===== config.mk =====
export PLATFORM = sky130hd
export DESIGN_NAME = bank_addr_gen
export DESIGN_NICKNAME = d
export VERILOG_FILES = /design/src/rtl/eag_pkg.sv /design/src/rtl/eag_index_sel.sv /design/src/rtl/eag_calc.sv /design/src/rtl/eag_ptr_fetch.sv /design/src/rtl/bank_addr_gen.sv
export SDC_FILE = /design/constraint.sdc
export NUM_CORES = 1
export LEC_CHECK = 0
export BUFFER_PORTS_ARGS = -buffer_cell sky130_fd_sc_hd__buf_2
export CORE_MARGIN = 1.5
export CORE_UTILIZATION = 45
export DETAILED_ROUTE_END_ITERATION = 8
export PLACE_DENSITY = 0.67
export SETUP_SLACK_MARGIN = 0.15
export SLEW_MARGIN = 20
export SYNTH_ARGS = -nofsm -noshare
export SYNTH_HDL_FRONTEND = slang
export SYNTH_HIERARCHICAL = 1
export SYNTH_SLANG_ARGS = --single-unit

===== constraint.sdc =====
create_clock -name clk -period 7.51 [get_ports clk]
set_input_delay 1.1265 -clock clk [delete_from_list [all_inputs] [get_ports clk]]
set_output_delay 1.1265 -clock clk [all_outputs]
set_load 0.02 [all_outputs]

===== src/rtl/eag_pkg.sv =====
package eag_pkg;

  typedef enum logic [2:0] {
    AM_PC_STEP = 3'd0,
    AM_DIR     = 3'd1,
    AM_DIR_X   = 3'd2,
    AM_STACK   = 3'd3,
    AM_ABS_X   = 3'd4,
    AM_ABS_Y   = 3'd5,
    AM_LONG_X  = 3'd6,
    AM_IND_LY  = 3'd7
  } amode_t;

endpackage


===== src/rtl/eag_index_sel.sv =====
module eag_index_sel #(
  parameter int W = 16
) (
  input  logic [W-1:0] raw,
  input  logic         narrow,
  output logic [W-1:0] eff
);
  localparam int HALF = W / 2;

  assign eff = narrow ? {{(W-HALF){1'b0}}, raw[HALF-1:0]} : raw;

endmodule


===== src/rtl/eag_calc.sv =====
module eag_calc
  import eag_pkg::*;
#(
  parameter int OFS_W  = 16,
  parameter int BANK_W = 8
) (
  input  amode_t                    mode,
  input  logic [OFS_W+BANK_W-1:0]   operand,
  input  logic [OFS_W-1:0]          pc,
  input  logic [BANK_W-1:0]         pbr,
  input  logic [BANK_W-1:0]         dbr,
  input  logic [OFS_W-1:0]          dpr,
  input  logic [OFS_W-1:0]          sp,
  input  logic [OFS_W-1:0]          xi,
  input  logic [OFS_W-1:0]          yi,
  output logic [OFS_W+BANK_W-1:0]   ea,
  output logic [OFS_W-1:0]          ptr_base
);
  localparam int ADDR_W = OFS_W + BANK_W;
  localparam int DP_W   = 8;

  logic [OFS_W-1:0]  dp_sum;
  logic [OFS_W-1:0]  dp_x_sum;
  logic [OFS_W-1:0]  pc_next;
  logic [ADDR_W-1:0] bank_base;
  logic [ADDR_W-1:0] abs_x_sum;
  logic [ADDR_W-1:0] abs_y_sum;
  logic [ADDR_W-1:0] long_x_sum;

  // Offset-only sums wrap at 16 bits; bank-carrying sums use the full width.
  assign dp_sum     = dpr + OFS_W'(operand[DP_W-1:0]);
  assign dp_x_sum   = dp_sum + xi;
  assign pc_next    = pc + OFS_W'(1);
  assign bank_base  = {dbr, operand[OFS_W-1:0]};
  assign abs_x_sum  = bank_base + ADDR_W'(xi);
  assign abs_y_sum  = bank_base + ADDR_W'(yi);
  assign long_x_sum = operand + ADDR_W'(xi);
  assign ptr_base   = dp_sum;

  always_comb begin
    unique case (mode)
      AM_PC_STEP: ea = {pbr, pc_next};
      AM_DIR:     ea = {{BANK_W{1'b0}}, dp_sum};
      AM_DIR_X:   ea = {{BANK_W{1'b0}}, dp_x_sum};
      AM_STACK:   ea = {{BANK_W{1'b0}}, sp};
      AM_ABS_X:   ea = abs_x_sum;
      AM_ABS_Y:   ea = abs_y_sum;
      AM_LONG_X:  ea = long_x_sum;
      default:    ea = '0;
    endcase
  end

endmodule


===== src/rtl/eag_ptr_fetch.sv =====
module eag_ptr_fetch #(
  parameter int OFS_W  = 16,
  parameter int BANK_W = 8,
  parameter int BYTE_W = 8
) (
  input  logic                     clk,
  input  logic                     rst,
  input  logic                     launch,
  input  logic [OFS_W-1:0]         base,
  output logic                     mem_req,
  output logic [OFS_W+BANK_W-1:0]  mem_addr,
  input  logic                     mem_valid,
  input  logic [BYTE_W-1:0]        mem_data,
  output logic                     busy,
  output logic                     ptr_valid,
  output logic [OFS_W+BANK_W-1:0]  ptr
);
  localparam int ADDR_W = OFS_W + BANK_W;
  localparam int NBYTES = ADDR_W / BYTE_W;
  localparam int CNT_W  = $clog2(NBYTES);
  localparam logic [CNT_W-1:0] LAST = CNT_W'(NBYTES - 1);

  typedef enum logic [1:0] {F_IDLE, F_READ, F_DONE} fstate_t;

  fstate_t          st;
  logic [CNT_W-1:0] cnt;
  logic [OFS_W-1:0] base_q;
  logic [BYTE_W-1:0] byte_q [NBYTES];

  always_ff @(posedge clk) begin
    if (rst) begin
      st        <= F_IDLE;
      cnt       <= '0;
      base_q    <= '0;
      mem_req   <= 1'b0;
      mem_addr  <= '0;
      ptr_valid <= 1'b0;
    end else begin
      ptr_valid <= 1'b0;
      unique case (st)
        F_IDLE: if (launch) begin
          st       <= F_READ;
          cnt      <= '0;
          base_q   <= base;
          mem_req  <= 1'b1;
          mem_addr <= {{BANK_W{1'b0}}, base};
        end
        F_READ: if (mem_valid) begin
          if (cnt == LAST) begin
            st        <= F_DONE;
            mem_req   <= 1'b0;
            ptr_valid <= 1'b1;
          end else begin
            cnt      <= cnt + CNT_W'(1);
            mem_addr <= {{BANK_W{1'b0}}, base_q + OFS_W'(cnt) + OFS_W'(1)};
          end
        end
        default: st <= F_IDLE;
      endcase
    end
  end

  always_ff @(posedge clk) begin
    if (st == F_READ && mem_valid) byte_q[cnt] <= mem_data;
  end

  generate
    for (genvar g = 0; g < NBYTES; g++) begin : g_pack
      assign ptr[g*BYTE_W +: BYTE_W] = byte_q[g];
    end
  endgenerate

  assign busy = (st != F_IDLE);

  AST_REQ_HOLD: assert property (@(posedge clk) disable iff (rst)
    (mem_req && !mem_valid) |=> (mem_req && $stable(mem_addr)));
  AST_REQ_BANK0: assert property (@(posedge clk) disable iff (rst)
    mem_req |-> (mem_addr[ADDR_W-1:OFS_W] == '0));
  AST_PTR_PULSE: assert property (@(posedge clk) disable iff (rst)
    ptr_valid |=> !ptr_valid);

endmodule


===== src/rtl/bank_addr_gen.sv =====
module bank_addr_gen
  import eag_pkg::*;
#(
  parameter int OFS_W  = 16,
  parameter int BANK_W = 8,
  parameter int BYTE_W = 8
) (
  input  logic                     clk,
  input  logic                     rst,
  input  logic                     start,
  input  logic [2:0]               mode,
  input  logic [OFS_W+BANK_W-1:0]  operand,
  input  logic [OFS_W-1:0]         pc,
  input  logic [BANK_W-1:0]        pbr,
  input  logic [BANK_W-1:0]        dbr,
  input  logic [OFS_W-1:0]         dpr,
  input  logic [OFS_W-1:0]         sp,
  input  logic [OFS_W-1:0]         xr,
  input  logic [OFS_W-1:0]         yr,
  input  logic                     idx8,
  output logic                     mem_req,
  output logic [OFS_W+BANK_W-1:0]  mem_addr,
  input  logic                     mem_valid,
  input  logic [BYTE_W-1:0]        mem_data,
  output logic [OFS_W+BANK_W-1:0]  addr_out,
  output logic                     done
);
  localparam int ADDR_W = OFS_W + BANK_W;
  localparam int NIDX   = 2;

  amode_t            am;
  logic [OFS_W-1:0]  idx_raw [NIDX];
  logic [OFS_W-1:0]  idx_eff [NIDX];
  logic [ADDR_W-1:0] ea;
  logic [OFS_W-1:0]  ptr_base;
  logic              busy;
  logic              ptr_valid;
  logic [ADDR_W-1:0] ptr;
  logic              accept;
  logic              launch;
  logic [OFS_W-1:0]  y_q;

  assign am         = amode_t'(mode);
  assign idx_raw[0] = xr;
  assign idx_raw[1] = yr;

  generate
    for (genvar i = 0; i < NIDX; i++) begin : g_idx
      eag_index_sel #(.W(OFS_W)) u_sel (
        .raw    (idx_raw[i]),
        .narrow (idx8),
        .eff    (idx_eff[i])
      );
    end
  endgenerate

  eag_calc #(.OFS_W(OFS_W), .BANK_W(BANK_W)) u_calc (
    .mode     (am),
    .operand  (operand),
    .pc       (pc),
    .pbr      (pbr),
    .dbr      (dbr),
    .dpr      (dpr),
    .sp       (sp),
    .xi       (idx_eff[0]),
    .yi       (idx_eff[1]),
    .ea       (ea),
    .ptr_base (ptr_base)
  );

  assign accept = start && !busy;
  assign launch = accept && (am == AM_IND_LY);

  eag_ptr_fetch #(.OFS_W(OFS_W), .BANK_W(BANK_W), .BYTE_W(BYTE_W)) u_fetch (
    .clk       (clk),
    .rst       (rst),
    .launch    (launch),
    .base      (ptr_base),
    .mem_req   (mem_req),
    .mem_addr  (mem_addr),
    .mem_valid (mem_valid),
    .mem_data  (mem_data),
    .busy      (busy),
    .ptr_valid (ptr_valid),
    .ptr       (ptr)
  );

  always_ff @(posedge clk) begin
    if (rst) begin
      addr_out <= '0;
      done     <= 1'b0;
      y_q      <= '0;
    end else begin
      done <= 1'b0;
      if (launch) begin
        y_q <= idx_eff[1];
      end else if (accept) begin
        addr_out <= ea;
        done     <= 1'b1;
      end
      if (ptr_valid) begin
        addr_out <= ptr + ADDR_W'(y_q);
        done     <= 1'b1;
      end
    end
  end

  AST_DONE_PULSE: assert property (@(posedge clk) disable iff (rst)
    done |=> !done);
  AST_PC_BANK: assert property (@(posedge clk) disable iff (rst)
    (accept && am == AM_PC_STEP) |=> (addr_out[ADDR_W-1:OFS_W] == $past(pbr)));
  AST_DP_BANK0: assert property (@(posedge clk) disable iff (rst)
    (accept && (am == AM_DIR || am == AM_DIR_X)) |=> (addr_out[ADDR_W-1:OFS_W] == '0));
  AST_STACK_ADDR: assert property (@(posedge clk) disable iff (rst)
    (accept && am == AM_STACK) |=> (addr_out == {{BANK_W{1'b0}}, $past(sp)}));
  AST_SIMPLE_NOREQ: assert property (@(posedge clk) disable iff (rst)
    (accept && am != AM_IND_LY) |=> (done && !mem_req));

endmodule


After elaboration in Yosys (flattened, before gate mapping)
Memories as Yosys holds them, arrays and structs flattened.
Cells that the tools add are included.
{ "totals": {"n_memories": 1, "ramBits": 24, "ff_bits": 87} }
{ "memory_table": {"columns": ["name", "depth", "word_bits", "rd", "rd_clocked_by_memory_dff", "write_ports", "line_no", "rtl"], "rows": [
  ["u_fetch.byte_q", 3, 8, 3, 0, 1, "eag_ptr_fetch.sv:28", "logic [BYTE_W-1:0] byte_q [NBYTES];"]
]} }
{ "classes": {"n_eq_ne": 14, "bitwise_logic": 2, "reduce_logical": 15, "addsub": 10, "n_mux": 28} }
{ "ops": {"columns": ["operator", "count"], "rows": [
  ["$pmux W24 S7", 1],
  ["$mux W24", 6],
  ["$add A24 B16 Y24", 4],
  ["$pmux W24 S2", 1],
  ["$add A16 B1 Y16 const B", 2],
  ["$mux W16", 2],
  ["$add A16 B16 Y16", 1],
  ["$add A16 B2 Y16", 1],
  ["$add A16 B8 Y16", 1],
  ["$eq A3 B3 Y1 const B", 4],
  ["$mux W2", 6],
  ["$mux W1", 9],
  ["$pmux W2 S2", 2],
  ["$reduce_and A4 Y1", 2],
  ["$eq A3 B2 Y1 const B", 2],
  ["$ne A2 B2 Y1 const B", 3],
  ["$reduce_bool A2 Y1", 3],
  ["$ne A2 B1 Y1 const B", 2],
  ["$reduce_and A2 Y1", 2],
  ["$eq A3 B1 Y1 const B", 1],
  ["$logic_and A1 B1 Y1", 3],
  ["$logic_not A3 Y1", 1],
  ["$reduce_and A3 Y1", 1],
  ["$reduce_or A3 Y1", 1],
  ["other kinds (7)", 8]
]} }

Logic depth before layout (Yosys ltp)
Gate-level depths: netlist of run 1.
{ "depth": {"ltp_word": 6, "mapped_depth": 21, "depth_no_buf": 21} }

Hierarchy
The synthesis of run 1 kept the hierarchy.
{ "by_module_without_submodules": {"columns": ["module", "area_each_um2", "cells_per_inst", "n_inst", "seq_area_each_um2"], "rows": [
  ["eag_calc", 4002.6, 551, 1, 0.0],
  ["bank_addr_gen", 2787.7, 359, 1, 820.8],
  ["eag_ptr_fetch", 2711.4, 268, 1, 1481.4],
  ["eag_index_sel", 110.1, 16, 2, 0.0]
]} }

Worst setup path before layout of run 1
OpenSTA, ideal clock, no wires.
{ "synth_timing": {"path_kind": "in2reg", "from": "in operand[0]", "to": "reg addr_out[15]", "t_arrival_ns": 4.636, "slack_ns": 2.739, "t_required_ns": 7.374, "path_stages": 20, "setup_ns": 0.136, "cell_sequence": "ha_1 -> fa_1 -> a21o_1 -> a21oi_1 -> nor2b_1 -> o21ai_1 -> xnor2_1 -> ha_1 -> a21oi_1 -> nor2_1 -> a211oi_1 -> o31ai_1 -> a221o_1 -> a21oi_1 -> xnor2_1 -> a211o_1 -> mux2i_1 -> nor2_1 -> a31oi_1 -> a211oi_2"} }
{ "synth_via": {"elab_chain_len": 6, "elab_cells_between_ends": 9, "classes_between": "add/sub: 5; mux: 4"} }
{ "synth_lines": {"columns": ["element", "line_no", "rtl"], "rows": [
  ["from (decl)", "bank_addr_gen.sv:12", "input logic [OFS_W+BANK_W-1:0] operand,"],
  ["$add A16 B8 Y16", "eag_calc.sv:31", "assign dp_sum = dpr + OFS_W'(operand[DP_W-1:0]);"],
  ["net ptr_base[8]", "bank_addr_gen.sv:35", "logic [OFS_W-1:0] ptr_base;"],
  ["$add A16 B16 Y16", "eag_calc.sv:32", "assign dp_x_sum = dp_sum + xi;"],
  ["$pmux W24 S7", "eag_calc.sv:41", "unique case (mode)"],
  ["net ea[15]", "bank_addr_gen.sv:34", "logic [ADDR_W-1:0] ea;"],
  ["$mux W24", "bank_addr_gen.sv:97", "end else if (accept) begin"],
  ["$mux W24", "bank_addr_gen.sv:95", "if (launch) begin"],
  ["$mux W24", "bank_addr_gen.sv:101", "if (ptr_valid) begin"],
  ["to (signal assigned)", "bank_addr_gen.sv:102", "addr_out <= ptr + ADDR_W'(y_q);"],
  ["to (decl)", "bank_addr_gen.sv:25", "output logic [OFS_W+BANK_W-1:0] addr_out,"]
]} }
The timed path passes the listed nets, and every way through them passes these cells. The select of a mux whose other input is x is not followed.
A chain may end at the register's enable or synchronous reset.

Worst setup path after layout of run 1
Same ends and word-level chain as after synthesis.

==> results.md, run 1 <==
* Status: complete, no violations
* Share of post-route cells with drive strength above 1 at 0.180
* Largest net degree at the start of global routing at 84
* Dominant cells by area after synthesis: dfxtp_1 (16%), ha_1 (10%), edfxtp_1 (7.4%)
* Post-CTS Setup Repair Bufs at 0
* Yosys warnings at 6
* HP Start: u_fetch/mem_addr[0]
* Via count at roughly 9700
* Antenna violations before repair at 0
* Sum Neg Setup Slack at 0 ns
* Hold buffers post-CTS at 0
* CP Capture Type: flip-flop
* Hold path depth at 2
* CP arrival at 5.33 ns
* Die extent in x at 150 µm
* Ys flop type: dfxtp_1
* Finished Layout Cells at ~1600
* Crit Path Category: in -> reg
* Rows at 53
* P_leak at 4.59 nW
* # diodes at 0
* Core ar. at 21100 µm²
* RSZ-0062 raised after global routing: no
* Cell taking the most area after synthesis: dfxtp_1
* Worst path most repeated cell: a21oi_1
* Clock slew at reported path FFs at 0.06 ns
* I/O Buffers at 177
* GRT overflow at 0
* Worst slew pin tran at 0.915 ns
* Pre-Repair DR Iteration Count at 5
* Syn Area/Cell at 8.03 µm²
* Post-Synthesis Cells at 1210
* # fillers at 2033
* HPWL after DPL at 26200 µm
* Remaining antenna violation count at 0
* Worst Path Buf+Inv at 1
* Clock Latency Late Sink at about 0.35 ns
* GRT Overall Usage at 0.292
* Worst reg2reg startpoint: u_fetch/st[0]
* Root Buffer: clkbuf_16
* CP Cell Sequence: buf_2 > ha_1 > fa_1 > a21o_1 > a21oi_1 > nor2b_1 > o21ai_1 > xnor2_1 > ha_1 > a21oi_1 > nor2_1 > a211oi_1 > o31ai_1 > a221o_1 > a21oi_1 > xnor2_1 > a211o_1 > mux2i_1 > nor2_1 > a31oi_1 > a211oi_2
* Register bit total from synthesis at 103
* Final Slew Violations at 0
* Crit path max fanout at 5
* CTS-repair resized insts at 0
* Die area at about 22000 µm²
* Post-synth EDFFs at 24
* Max Fclk at 0.194 GHz
* H-tree levels at 3
* Max VDD drop at 0.147 mV
* CTS tree: yes
* Seq/Total Area, Yosys at 0.237
* CP top delay family: compound AO/OA/AOI/OAI gates
* Unique masters post-synth at 95
* Async SR Flop Fraction at 0
* CTS Sinks at 103
* Placed cell count at 1601
* Initial core utilization at 0.461
* DRC viols at 0
* Slew headroom at 0.387
* Final Hold Fails at 0
* Shortest period the worst path allows at 5.14 ns
* FF-to-FF setup slack at 3.88 ns
* DR WL/cell at 20.4 µm
* Max stage delay on crit path at 0.42 ns
* Slowest cell on crit path: fa_1
* Leading cell types in the layout, fill and taps excluded: buf_2 (177), nand2_1 (160), a21oi_1 (124), nor2_1 (80)
* # setup viols final at 0
* Worst EP required at a little under 8 ns
* I/O Pins at 186
* Critical Path Start Type: primary input
* Fin nets at 1558
* Maximum clock insertion buffer count at 2
* Area grow syn2layout at 12.1%
* Die Y at 150 µm
* Hold path endpoint: u_fetch/mem_addr[0]
* Final period util at 0.685
* Pwr dens at ~150 nW/µm²
* R2R depth at 7
* Total routed wirelength at between 30000 and 40000 µm
* Synthesized area at 9720 µm²
* R2r endpoint: u_fetch/mem_addr[7]
* CTS Buf Count at 9
* First-pass GRT wire length at between 50000 and 60000 µm
* Vias in the first global route at 9155
* Max Cap Violations at 0
* Layout Skew at 0.0106 ns
* Min-delay worst type: reg -> reg
* Synth top area share at 0.163
* Drt via density at 6.03
* Total chip power at between 1.5 and 2 mW
* GPL Wtd Cong at 0.948
* Most common cell after layout, fill and taps aside: buf_2
* Starting DRT DRC Count at 822
## where the power goes
group / total [mW] / leakage [nW] / internal (mW) / switching (mW)
logic: 0.577 / 3.58 / 0.225 / 0.352
clock network: 0.501 / 0.151 / 0.293 / 0.209
registers: 0.601 / 0.858 / 0.586 / 0.0147
## cells by family (layout without fill, tap and decap cells)
kind of cell | Yosys count | in the layout | synth area share
multiplexers | 48 | 48 | 0.0510
flip-flops | 103 | 103 | 0.237
AO/OA/AOI/OAI | 354 | 354 | 0.246
other | 1 | 8 | 0.000386
XOR/XNOR | 99 | 99 | 0.0900
adder cells (fa/ha/maj) | 85 | 85 | 0.114
buffers and inverters | 109 | 234 | 0.0589
AND/OR/NAND/NOR | 411 | 411 | 0.203
## sequential cells by signal (all words and copies together), names as in the netlist
| register | flops |
|---|---|
| addr_out | 24 |
| done | 1 |
| u_fetch/base_q | 16 |
| u_fetch/byte_q | 24 |
| u_fetch/cnt | 2 |
| u_fetch/mem_addr | 16 |
| u_fetch/mem_req | 1 |
| u_fetch/ptr_valid | 1 |
| u_fetch/st | 2 |
| y_q | 16 |
## area by class of cell
cell class,count,area (µm²),share of cell area
clock buffer,12,236,0.0217
clock inverter,4,71.3,0.00654
inverter,33,124,0.0114
multi-input combinational,1005,6870,0.631
sequential,103,2300,0.211
tap,275,344,0.0316
timing repair buffer,185,946,0.0868
## worst max path at each step
stage                from            to  slack (ns)  cells after the start
6_report       operand[0]  addr_out[15]        2.37                     21
5_1_grt        operand[0]  addr_out[15]        2.12                     22
4_1_cts        operand[0]  addr_out[15]        2.43                     21
3_5_place_dp   operand[0]  addr_out[15]        2.08                     21
3_3_place_gp   operand[0]  addr_out[15]        2.16                     21
2_1_floorplan  operand[0]  addr_out[15]        2.74                     20
## synthesized netlist by cell type, drive strengths merged, types with 8 or more instances
cell type and instances:
nand2 160, a21oi 127, nor2 81, dfxtp 79, ha 79, o21ai 56
xnor2 55, xor2 44, buf 43, mux2i 36, inv 33, nand3 33
clkbuf 32, nor2b 28, a211oi 27, nor3 25, edfxtp 24, o211ai 18
a21o 16, nand4 16, and3 13, a22oi 12, mux2 12, or3 12
nand2b 11, o21bai 9, o221ai 9, a31oi 8, o2111ai 8, o22ai 8
## worst min-delay path, stage by stage (launching register included)
cell and delay (ns):
dfxtp_1 0.31, nand2_1 0.05, a21oi_1 0.05
## per-stage QoR
stage / util / cell area (µm²) / setup slack [ns] / hold slack (ns)
6_report: 0.517 / 10900 / 2.37 / 0.456
5_1_grt: 0.517 / 10900 / 2.12 / 0.468
4_1_cts: 0.517 / 10900 / 2.43 / 0.456
3_5_place_dp: 0.502 / 10600 / 2.08 / 0.447
3_3_place_gp: 0.502 / 10600 / 2.16 / 0.441
2_1_floorplan: - / 9750 / 2.74 / 0.436
## metal layers
metal,wire (µm),part of all wire,track usage
met1,14000,0.42,0.377
met2,14800,0.45,0.466
met3,2660,0.080,0.0494
met4,1620,0.049,0.150
met5,0,0,0
(Power assumes the default switching activity.)
==> inputs of run 2 (changes only) <==
Settings changed: ABC_AREA set to 1, PLACE_DENSITY 0.67 to 0.66.
Clock period 7.51 ns to 5.15 ns, I/O delays scaled along.
==> results.md, run 2 <==
* HPWL after DPL at 33400 µm
* Pre-Repair DR Iteration Count at 7
* Synth top area share at 0.192
* Root Buffer: clkbuf_16
* Async SR Flop Fraction at 0
* Seq/Total Area, Yosys at 0.209
* Leading cell types in the layout, fill and taps excluded: nand2_1 (563), inv_1 (222), nor2_1 (193), buf_2 (177), nand3_1 (161)
* Shortest period the worst path allows at 4.09 ns
* CTS Buf Count at 9
* Worst EP required at 5.36 ns
* R2r endpoint: u_fetch/byte_q[2][0]
* Syn Area/Cell at 5.97 µm²
* Slew headroom at 0.310
* Routed wl met2 at 18200 µm
* Final Hold Fails at 0
* Synth top cells by count: nand2_1 (563), inv_1 (222), nor2_1 (193)
* Final Slew Violations at 0
* # setup viols final at 0
* Maximum clock insertion buffer count at 2
* Antenna violations before repair at 0
* DR WL/cell at roughly 17 µm
* Total chip power at 2.43 mW
* Die extent in x at roughly 160 µm
* Area grow syn2layout at 11.1%
* Worst Setup SP: operand[6]
* Synthesized area at about 11000 µm²
* Crit path max fanout at 5
* Ys flop type: dfxtp_1
* Min-delay worst type: reg -> reg
* Most common cell after layout, fill and taps aside: nand2_1
* Layout Skew at 0.00996 ns
* Top Layer Used: met4
* Top flop regs: addr_out: 24 flops, u_fetch/byte_q: 24 flops
* # fillers at 2584
* Vias in the first global route at 11300
* H-tree levels at 3
* DRC viols at 0
* Metal1 wirelength at 18000 µm
* Starting DRT DRC Count at between 1000 and 1500
* Most common cell in the netlist: nand2_1
* Drt via density at 5.42
* Post-CTS Setup Repair Bufs at 0
* Max Cap Violations at 0
* Crit path capture: addr_out[14]
* Placed cell count at 2300
* Area after DPL at 12000 µm²
* Finished Layout Cells at 2316
* Worst slew pin tran at 1.03 ns
* Initial core utilization at 0.456
* # diodes at 0
* CTS tree: yes
* Clock slew at reported path FFs at roughly 0.070 ns
* Rows at 57
* Die Y at 160 µm
* FF-to-FF setup slack at ~2.4 ns
* Remaining antenna violation count at 0
* Status: complete, no violations
* Unique masters post-synth at 56
* I/O Buffers at 177
* Core ar. at 24200 µm²
* Register bit total from synthesis at 103
* CP Capture Type: flip-flop
* Post-Synthesis Cells at 1849
* Cell taking the most area after synthesis: nand2_1
* Fin nets at 2208
* P_leak at 6.11 nW
* CTS-repair resized insts at 0
* R2R depth at 4
* GRT Overall Usage at 0.310
* Dominant cells by area after synthesis: nand2_1 (19%), dfxtp_1 (14%), ha_1 (9.0%)
* I/O Pins at 186
* Critical Path Start Type: primary input
* CTS Sinks at 103
* Largest net degree at the start of global routing at 58
* Clock Latency Late Sink at 0.35 ns
* Design area at 12300 µm²
* Yosys warnings at 6
* Total routed wirelength at 40300 µm
* Post-synth EDFFs at 24
* Pwr dens at approximately 200 nW/µm²
* Finished Core Util at 0.507
* Via count at 12600
* Max VDD drop at 0.151 mV
* CP arrival at 4.30 ns
* First-pass GRT wire length at 61700 µm
* Final period util at 0.794
* RSZ-0062 raised after global routing: no
* Share of post-route cells with drive strength above 1 at 0.136
* Worst reg2reg startpoint: u_fetch/st[0]
* Hold buffers post-CTS at 0
* Met3 wire len at ~3000 µm
* Sum Neg Setup Slack at 0 ns
* GRT overflow at 0
* Max Fclk at between 0.2 and 0.25 GHz
* Crit Path Category: in -> reg
* GPL Wtd Cong at 1.01
* Die area at between 20000 and 30000 µm²
-- run 2: cell types whose count changed in the layout (fill, tap and decap cells not counted), moves of 15 or more --
cell	previous run	this run
nand2_1	160	563
inv_1	31	222
nand3_1	33	161
nor2_1	80	193
o21ai_0	35	89
xnor2_1	54	4
mux2i_1	36	0
xor2_1	44	14
nor2b_1	28	0
a21oi_1	124	151
a211oi_1	23	3
nand4_1	15	33
nand2_2	0	15
-- run 2: worst min-delay path by stage --
stage                        startpoint  cells after the start                  end
CTS                 u_fetch/mem_addr[1]                      2  u_fetch/mem_addr[1]
global route        u_fetch/mem_addr[1]                      2  u_fetch/mem_addr[1]
finish              u_fetch/mem_addr[1]                      2  u_fetch/mem_addr[1]
global placement           addr_out[18]                      2         addr_out[18]
detailed placement  u_fetch/mem_addr[1]                      2  u_fetch/mem_addr[1]
floorplan             u_fetch/base_q[0]                      2    u_fetch/base_q[0]
-- run 2: cells by family (layout without fill, tap and decap cells) --
logic type	count (synthesis)	in the layout	synth area share
compound gates	298	298	0.148
xor+xnor	18	18	0.0143
fa+ha+maj	85	85	0.100
buf+inv	299	435	0.119
flops	103	103	0.209
other cells	1	8	0.000340
simple gates	1045	1045	0.409
-- run 2: final cells by class --
class	instances	area, µm²	share of cell area
Tap cell	324	405	0.0331
Sequential cell	103	2300	0.188
Clock inverter	4	30.0	0.00245
Timing Repair Buffer	184	938	0.0766
Inverter	235	882	0.0720
Clock buffer	12	246	0.0201
Multi-Input combinational cell	1454	7450	0.608
-- run 2: power by group --
group	leakage [nW]	switching, mW	internal (mW)
logic	5.12	0.610	0.287
registers	0.858	0.0232	0.855
clock network	0.133	0.314	0.344
total	6.11	0.947	1.49
-- run 2: routing by layer --
layer / vias up / GRT usage
met5: - / 0
met4: 0 / 0.0866
met3: 63 / 0.0451
met2: 514 / 0.515
met1: 5707 / 0.419
li1: 6274 / -
-- run 2: through the flow --
step	setup WS, ns	hold WS [ns]
after floorplan	1.58	0.433
after global placement	0.769	0.449
after detailed placement	0.754	0.453
after CTS	1.11	0.464
after global routing	0.766	0.483
final	1.06	0.462
-- run 2: worst max-delay path, stage by stage --
cell and delay [ns]:
buf_2 0.15, ha_1 0.35, nand2_1 0.10, inv_1 0.04, a21oi_1 0.13, nand2_1 0.13, a21oi_1 0.28, xor2_1 0.62
ha_1 0.44, nand2_1 0.09, nand2_1 0.08, nand3_1 0.07, nand2_1 0.07, a21oi_1 0.19, nand3b_1 0.11, nand3_1 0.09
nand2_1 0.07, nor2_1 0.12, nand2_1 0.06, nor2_1 0.09, nor2_1 0.06, o21ai_1 0.12, a21oi_1 0.07
